<file path="src/rtl/spi_ctl_pkg.sv">
package spi_ctl_pkg;
  localparam int WORD_W = 32;
  localparam int LEN_W  = $clog2(WORD_W + 1);

  typedef enum logic [1:0] {
    SZ_8  = 2'b00,
    SZ_16 = 2'b01,
    SZ_32 = 2'b10,
    SZ_9  = 2'b11
  } size_code_e;

  // Bit count for a size code; the 9-bit code only applies to the master role.
  function automatic logic [LEN_W-1:0] word_len(input logic [1:0] code, input logic is_master);
    case (size_code_e'(code))
      SZ_8:    return LEN_W'(8);
      SZ_16:   return LEN_W'(16);
      SZ_32:   return LEN_W'(32);
      default: return is_master ? LEN_W'(9) : LEN_W'(8);
    endcase
  endfunction
endpackage

</file>
<file path="src/rtl/spi_tx_fifo.sv">
module spi_tx_fifo #(
  parameter int WIDTH = 32,
  parameter int DEPTH = 2
) (
  input  logic             clk,
  input  logic             rst,
  input  logic             flush,
  input  logic             push,
  input  logic [WIDTH-1:0] wdata,
  input  logic             pop,
  output logic [WIDTH-1:0] rdata,
  output logic             empty,
  output logic             full
);
  localparam int AW = (DEPTH > 1) ? $clog2(DEPTH) : 1;
  localparam int CW = $clog2(DEPTH + 1);

  logic [WIDTH-1:0] mem [DEPTH];
  logic [AW-1:0]    wp, rp;
  logic [CW-1:0]    cnt;
  logic             do_push, do_pop;

  function automatic logic [AW-1:0] bump(input logic [AW-1:0] p);
    return (p == AW'(DEPTH - 1)) ? '0 : p + 1'b1;
  endfunction

  assign full    = (cnt == CW'(DEPTH));
  assign empty   = (cnt == '0);
  assign do_push = push && !full;
  assign do_pop  = pop && !empty;
  assign rdata   = mem[rp];

  always_ff @(posedge clk) begin
    if (do_push) mem[wp] <= wdata;
  end

  always_ff @(posedge clk) begin
    if (rst || flush) begin
      wp  <= '0;
      rp  <= '0;
      cnt <= '0;
    end else begin
      if (do_push) wp <= bump(wp);
      if (do_pop)  rp <= bump(rp);
      case ({do_push, do_pop})
        2'b10:   cnt <= cnt + 1'b1;
        2'b01:   cnt <= cnt - 1'b1;
        default: cnt <= cnt;
      endcase
    end
  end

  // occupancy never passes the depth
  p_cnt_bound_r8: assert property (@(posedge clk) disable iff (rst) cnt <= CW'(DEPTH));
  // the engine only takes a word when one is queued
  p_pop_nonempty_r8: assert property (@(posedge clk) disable iff (rst) pop |-> !empty);
endmodule

</file>
<file path="src/rtl/spi_shift_engine.sv">
module spi_shift_engine
  import spi_ctl_pkg::*;
#(
  parameter int SCK_DIV = 4
) (
  input  logic              clk,
  input  logic              rst,
  input  logic              srst,
  input  logic              master,
  input  logic [LEN_W-1:0]  wlen,
  input  logic              ss_gate,
  input  logic              force_en,
  input  logic              force_lvl,
  input  logic              sck_i,
  input  logic              ss_n_i,
  input  logic              din_i,
  input  logic              fifo_empty,
  input  logic [WORD_W-1:0] fifo_word,
  output logic              fifo_pop,
  output logic              sck_o,
  output logic              dout_o,
  output logic              din_sync,
  output logic              done,
  output logic [WORD_W-1:0] rx_word
);
  localparam int DIV_W = (SCK_DIV > 2) ? $clog2(SCK_DIV) : 1;
  localparam int HALF  = SCK_DIV / 2;

  logic [1:0]        din_sr, sck_sr, ss_sr;
  logic              sck_d, sck_rise, sck_fall, sl_hold;
  logic              busy, loaded, sck_q, start_m, start_s, last;
  logic [DIV_W-1:0]  div;
  logic [LEN_W-1:0]  bitcnt, shamt;
  logic [WORD_W-1:0] tx_sh, rx_sh, aligned;

  assign din_sync = din_sr[1];
  assign sck_rise = sck_sr[1] && !sck_d;
  assign sck_fall = !sck_sr[1] && sck_d;
  assign sl_hold  = ss_gate && ss_sr[1];
  assign shamt    = LEN_W'(WORD_W) - wlen;
  assign aligned  = fifo_word << shamt;
  assign last     = (LEN_W'(bitcnt + 1'b1) == wlen);
  assign start_m  = master && !busy && !fifo_empty && !srst;
  assign start_s  = !master && !srst && !sl_hold && !loaded && (bitcnt == '0) && !fifo_empty;
  assign fifo_pop = start_m || start_s;
  assign sck_o    = sck_q;
  assign dout_o   = force_en ? force_lvl : tx_sh[WORD_W-1];

  // Synchronizers keep running through soft reset.
  always_ff @(posedge clk) begin
    if (rst) begin
      din_sr <= '0;
      sck_sr <= '0;
      ss_sr  <= 2'b11;
      sck_d  <= 1'b0;
    end else begin
      din_sr <= {din_sr[0], din_i};
      sck_sr <= {sck_sr[0], sck_i};
      ss_sr  <= {ss_sr[0], ss_n_i};
      sck_d  <= sck_sr[1];
    end
  end

  always_ff @(posedge clk) begin
    if (rst || srst) begin
      busy    <= 1'b0;
      loaded  <= 1'b0;
      sck_q   <= 1'b0;
      div     <= '0;
      bitcnt  <= '0;
      tx_sh   <= '0;
      rx_sh   <= '0;
      rx_word <= '0;
      done    <= 1'b0;
    end else begin
      done <= 1'b0;
      if (master) begin
        loaded <= 1'b0;
        if (!busy) begin
          sck_q <= 1'b0;
          div   <= '0;
          if (start_m) begin
            busy   <= 1'b1;
            tx_sh  <= aligned;
            rx_sh  <= '0;
            bitcnt <= '0;
          end
        end else begin
          div <= (div == DIV_W'(SCK_DIV - 1)) ? '0 : div + 1'b1;
          if (div == DIV_W'(HALF - 1)) begin
            sck_q <= 1'b1;
            rx_sh <= {rx_sh[WORD_W-2:0], din_i};
          end
          if (div == DIV_W'(SCK_DIV - 1)) begin
            sck_q <= 1'b0;
            tx_sh <= tx_sh << 1;
            if (last) begin
              busy    <= 1'b0;
              done    <= 1'b1;
              rx_word <= rx_sh;
              bitcnt  <= '0;
            end else begin
              bitcnt <= bitcnt + 1'b1;
            end
          end
        end
      end else begin
        busy  <= 1'b0;
        sck_q <= 1'b0;
        div   <= '0;
        if (sl_hold) begin
          bitcnt <= '0;
          rx_sh  <= '0;
        end else begin
          if (start_s) begin
            tx_sh  <= aligned;
            loaded <= 1'b1;
          end
          if (sck_rise) begin
            if (last) begin
              done    <= 1'b1;
              rx_word <= {rx_sh[WORD_W-2:0], din_sr[1]};
              rx_sh   <= '0;
              tx_sh   <= '0;
              bitcnt  <= '0;
              loaded  <= 1'b0;
            end else begin
              rx_sh  <= {rx_sh[WORD_W-2:0], din_sr[1]};
              bitcnt <= bitcnt + 1'b1;
            end
          end else if (sck_fall && bitcnt != '0) begin
            tx_sh <= tx_sh << 1;
          end
        end
      end
    end
  end

  // soft reset leaves the engine idle with the clock low
  p_srst_quiet_r10: assert property (@(posedge clk) disable iff (rst)
    srst |=> (!sck_o && !busy));
  // a master SCK high phase lasts at least two system clocks
  p_sck_high_r12: assert property (@(posedge clk) disable iff (rst)
    ($rose(sck_o) && master && !srst) |=> (sck_o || !master || srst));
endmodule

</file>
<file path="src/rtl/spi_ctl_core.sv">
module spi_ctl_core
  import spi_ctl_pkg::*;
#(
  parameter int FIFO_DEPTH = 2,
  parameter int SCK_DIV    = 4
) (
  input  logic        clk,
  input  logic        rst,
  input  logic        reg_wr,
  input  logic [1:0]  reg_addr,
  input  logic [15:0] reg_wdata,
  output logic [15:0] reg_rdata,
  output logic        int_o,
  output logic        sck_o,
  input  logic        sck_i,
  input  logic        ss_n_i,
  output logic        dout_o,
  input  logic        din_i
);
  localparam logic [1:0] A_CTRL = 2'd0;
  localparam logic [1:0] A_LO   = 2'd1;
  localparam logic [1:0] A_HI   = 2'd2;
  localparam logic [1:0] A_CLR  = 2'd3;

  logic [7:0]        ctrl_q;
  logic [15:0]       hi_stage, rx_lo, rx_hi;
  logic              flag_q, fifo_full, fifo_empty, fifo_pop, push;
  logic              eng_done, din_sync, clr_wr;
  logic [WORD_W-1:0] push_word, fifo_word, rx_word;
  logic [LEN_W-1:0]  wlen;

  wire master  = ctrl_q[0];
  wire mask_en = ctrl_q[3];
  wire srst    = ctrl_q[6];

  assign wlen      = word_len(ctrl_q[2:1], master);
  assign clr_wr    = reg_wr && (reg_addr == A_CLR);
  assign push      = reg_wr && (reg_addr == A_LO) && !fifo_full && !srst;
  assign push_word = (ctrl_q[2:1] == SZ_32) ? {hi_stage, reg_wdata} : {16'h0000, reg_wdata};
  assign int_o     = flag_q && mask_en;

  spi_tx_fifo #(.WIDTH(WORD_W), .DEPTH(FIFO_DEPTH)) u_fifo (
    .clk(clk), .rst(rst), .flush(srst), .push(push), .wdata(push_word),
    .pop(fifo_pop), .rdata(fifo_word), .empty(fifo_empty), .full(fifo_full)
  );

  spi_shift_engine #(.SCK_DIV(SCK_DIV)) u_eng (
    .clk(clk), .rst(rst), .srst(srst), .master(master), .wlen(wlen),
    .ss_gate(ctrl_q[7]), .force_en(ctrl_q[4]), .force_lvl(ctrl_q[5]),
    .sck_i(sck_i), .ss_n_i(ss_n_i), .din_i(din_i),
    .fifo_empty(fifo_empty), .fifo_word(fifo_word), .fifo_pop(fifo_pop),
    .sck_o(sck_o), .dout_o(dout_o), .din_sync(din_sync),
    .done(eng_done), .rx_word(rx_word)
  );

  always_ff @(posedge clk) begin
    if (rst) begin
      ctrl_q    <= '0;
      hi_stage  <= '0;
      rx_lo     <= '0;
      rx_hi     <= '0;
      flag_q    <= 1'b0;
      reg_rdata <= '0;
    end else begin
      if (reg_wr && reg_addr == A_CTRL) ctrl_q   <= reg_wdata[7:0];
      if (reg_wr && reg_addr == A_HI)   hi_stage <= reg_wdata;
      if (eng_done) begin
        rx_lo  <= rx_word[15:0];
        rx_hi  <= rx_word[31:16];
        flag_q <= 1'b1;
      end else if (clr_wr) begin
        flag_q <= 1'b0;
      end
      case (reg_addr)
        A_CTRL:  reg_rdata <= {5'b0, din_sync, flag_q, fifo_full, ctrl_q};
        A_LO:    reg_rdata <= rx_lo;
        A_HI:    reg_rdata <= rx_hi;
        default: reg_rdata <= '0;
      endcase
    end
  end

  // the flag holds until a clear write
  p_flag_sticky_r5: assert property (@(posedge clk) disable iff (rst)
    (flag_q && !clr_wr) |=> flag_q);
  // an unmasked completion raises the interrupt line
  p_irq_raise_r6: assert property (@(posedge clk) disable iff (rst)
    (eng_done && mask_en && !(reg_wr && reg_addr == A_CTRL)) |=> int_o);
endmodule

</file>
<file path="config.mk">
export PLATFORM = sky130hd
export DESIGN_NAME = spi_ctl_core
export DESIGN_NICKNAME = d
export VERILOG_FILES = /design/src/rtl/spi_ctl_pkg.sv /design/src/rtl/spi_tx_fifo.sv /design/src/rtl/spi_shift_engine.sv /design/src/rtl/spi_ctl_core.sv
export SDC_FILE = /design/constraint.sdc
export NUM_CORES = 1
export LEC_CHECK = 0
export BUFFER_PORTS_ARGS = -buffer_cell sky130_fd_sc_hd__buf_4
export CORE_MARGIN = 3
export CORE_UTILIZATION = 57
export CTS_CLUSTER_DIAMETER = 80
export CTS_CLUSTER_SIZE = 25
export DETAILED_ROUTE_END_ITERATION = 8
export MAX_ROUTING_LAYER = met4
export PLACE_DENSITY = 0.77
export SYNTH_ARGS = -nofsm -noshare
export SYNTH_HDL_FRONTEND = slang
export SYNTH_HIERARCHICAL = 1
export SYNTH_SLANG_ARGS = --single-unit
export TNS_END_PERCENT = 1
</file>
<file path="constraint.sdc">
create_clock -name clk -period 3.24 [get_ports clk]
set_input_delay 0.324 -clock clk [delete_from_list [all_inputs] [get_ports clk]]
set_output_delay 0.324 -clock clk [all_outputs]
set_load 0.02 [all_outputs]
</file>
==> metrics.yaml <==
status: "complete, no violations"
rrSetupSlack_ps: 170
rows: 55
whs_path_depth: 1
end_kind: "flop"
avgSynthCellArea_sq_um: 9.721
synth_cell_types: 81
areaGrowthSynthToFinish_pct: 9.223
crit_fanout: 12
final_common_cell: "dfxtp_1"
drc_errors: 0
worst_pin_slew_ps: 1107
start_util: 0.5842
cts_setup_buffers: 0
die_w_um: 158.8
place_inst: 1674
fin_cells: 1702
ant_nets: 0
r2r-start: "ctrl_q[1]$_SDFFE_PP0P_"
ys.flop_type: "dfxtp_1"
slew_violations: 0
die_h_um: 158.8
start_kind: "flop"
io_buffer_count: 42
n_antenna_cell: 0
async_reset_ff_frac: 0
io_pins: 43
cts_tree: "yes"
via_per_inst: 6.289
ys_ff_latch: 257
power.leakage_uw: 0.004927
p_per_area_nw_per_um2: 444.6
mostFrequentLayoutCells: "dfxtp_1, nor2_1, mux2i_1, buf_4, a21oi_1"
hp-class: "in2reg"
worstPathArrival_ps: 3460
drive_above_1_share: 0.1382
finalSetupTns_ps: 0
cts.path.max_buffers: 3
gr-total-overflow: 0
worstSkewPairLatency_ps: 500
worstHoldEndpoint: "u_fifo/mem[0][9]$_DFFE_PP_"
hpwl_mm: 23.80
nets: 1416
cts.reportedPaths.clkPinSlew_ps: 100
vias: 10700
drtIter0Drc: 1146
crit_required_ps: 3630
htreeDepth: 1
wl_per_cell_um: 20.33
syn_inst: 1369
ys_warn_count: 6
first_pass_iters: 6
coreArea_sq_um: 22780
grt_max_degree: 75
min_period_ps: 3067
fp.dieArea_sq_um: 25220
maxCapViolCount: 0
rr_endpoint: "u_eng/tx_sh[1]$_SDFFE_PP0P_"
setup_viol: 0
rsz0062_at_grt: "false"
antenna_found_initial: 0
track_usage: 0.2741
clock-sinks: 257
syn_area_sq_um: 13310
clock_skew_ps: 17.68
place.gp.congestion: 1.025
final_core_util: 0.6381
first_global_vias: 10340
fmax_ghz: 0.3260
cts_root_buffer: "clkbuf_16"
fill_cells: 1892
slew_headroom: 0.2617
ys_seq_area_frac: 0.4347
crit_type: "reg2reg"
timing.final.crit_share: 0.9467
grt_pass1_wl_mm: 56.12
hold_viol: 0
reg2reg_depth: 11
routed_wl_mm: 34.61
cts_buffers: 16
max-vdd-ir-drop_v: 0.0004804
synth_edf_count: 64
hp-start: "reg_wdata[9]"
==> critical path, stage by stage, from the launching register on <==
cell,delay [ps]
dfxtp_1,350
buf_4,140
inv_1,50
ha_1,470
or3b_1,430
a32oi_2,410
buf_4,210
nand2b_1,260
nor2_1,100
a221o_1,330
o211ai_1,90
a31oi_1,110
==> registers in the layout, indices dropped and copies added (netlist names), 2 cells and up, named ones only <==
signal,cells
rx_lo,16
ctrl_q,8
u_eng/bitcnt,6
rx_hi,16
u_eng/sck_sr,2
u_eng/rx_word,32
u_fifo/cnt,2
u_eng/din_sr,2
u_eng/div,2
reg_rdata,16
hi_stage,16
u_eng/rx_sh,32
u_eng/ss_sr,2
u_fifo/mem,64
u_eng/tx_sh,32
==> power breakdown <==
part | switching [uW] | leakage (uW) | internal [uW] | total, uW
combinational | 558 | 0.00258 | 344 | 902
clock | 1150 | 0.000248 | 1010 | 2160
sequential | 53.8 | 0.00210 | 3350 | 3400
==> cell type report <==
cell class | count | area, sq um | share of cell area
Inverter | 26 | 97.59 | 0.006714
Clock buffer | 20 | 436.7 | 0.03004
Tap cell | 313 | 391.6 | 0.02694
Multi-Input combinational cell | 980 | 6933 | 0.4770
Timing Repair Buffer | 101 | 815.8 | 0.05612
Sequential cell | 257 | 5788 | 0.3982
Clock inverter | 5 | 72.57 | 0.004993
==> per-stage QoR <==
step                      total power, uW  area [sq um]  worst slack, ps  hold WS [ps]
after global routing                 6702         14540            35.16         2.227
after floorplan                      4073         13320            1.732         389.5
after detailed placement             4343         13980            242.7         410.3
after CTS                            6488         14520            179.8         2.252
after global placement               4338         13980            280.4         402.6
final                                6462         14540            172.8         13.35
==> kinds of logic (layout without fill, tap and decap cells) <==
family | count (synthesis) | after routing | synth area share
and+or+nand+nor | 382 | 382 | 0.1445
AOI/OAI and AO/OA | 371 | 371 | 0.1890
DFF | 257 | 257 | 0.4347
muxes | 200 | 200 | 0.1639
buffers and inverters | 133 | 152 | 0.04635
xor gates and xnor gates | 15 | 15 | 0.01185
adders and majority gates | 10 | 10 | 0.009402
other | 1 | 2 | 0.0002818
==> cell usage after synthesis, drive strengths merged (6+ instances only) <==
master,number,area share
o21a,10,0.0056
a31oi,14,0.0066
buf,49,0.023
nand2b,52,0.025
clkbuf,58,0.016
inv,26,0.0073
ha,10,0.0094
o31ai,8,0.0049
xnor2,8,0.0058
o211ai,16,0.0094
nor2b,15,0.0071
o32ai,13,0.0086
nand2,54,0.015
a211oi,39,0.022
a21oi,74,0.028
mux4,9,0.015
and2,22,0.010
a221oi,8,0.0057
edfxtp,64,0.14
o22ai,33,0.016
and3,11,0.0052
xor2,7,0.0060
o22a,9,0.0059
nand3,19,0.0071
nor2,147,0.042
nand3b,12,0.0068
dfxtp,193,0.29
or2,6,0.0028
a22oi,36,0.020
a221o,10,0.0075
nor3,16,0.0068
mux2,50,0.042
o21ai,64,0.024
or3,6,0.0028
mux2i,141,0.11
==> how the worst max path moves through the flow <==
stage,start,end,slack [ps],cells past startpoint
floorplan,ctrl_q[2]$_SDFFE_PP0P_,u_eng/tx_sh[24]$_SDFFE_PP0P_,2,15
global placement,ctrl_q[1]$_SDFFE_PP0P_,u_eng/tx_sh[19]$_SDFFE_PP0P_,280,10
detailed placement,ctrl_q[1]$_SDFFE_PP0P_,u_eng/tx_sh[14]$_SDFFE_PP0P_,240,12
CTS,ctrl_q[1]$_SDFFE_PP0P_,u_eng/tx_sh[14]$_SDFFE_PP0P_,180,12
global route,ctrl_q[1]$_SDFFE_PP0P_,u_eng/tx_sh[16]$_SDFFE_PP0P_,40,11
finish,ctrl_q[1]$_SDFFE_PP0P_,u_eng/tx_sh[1]$_SDFFE_PP0P_,170,11
==> routing by layer <==
layer  wire length, um  vias to the layer above  track usage
li1                  -                     5095            -
met1             15120                     5149       0.3607
met2             16290                      381       0.4437
met3              2135                       79      0.04226
met4              1064                        0      0.07720
met5                 0                        -            -
==> timing repair <==
action	4_1_cts	5_1_grt
endpoints found under the hold margin	4	0
setup endpoints to repair	0	4
hold buffers	3	0
resized for setup	0	2
Note: power is estimated with default switching activity, not from simulation.
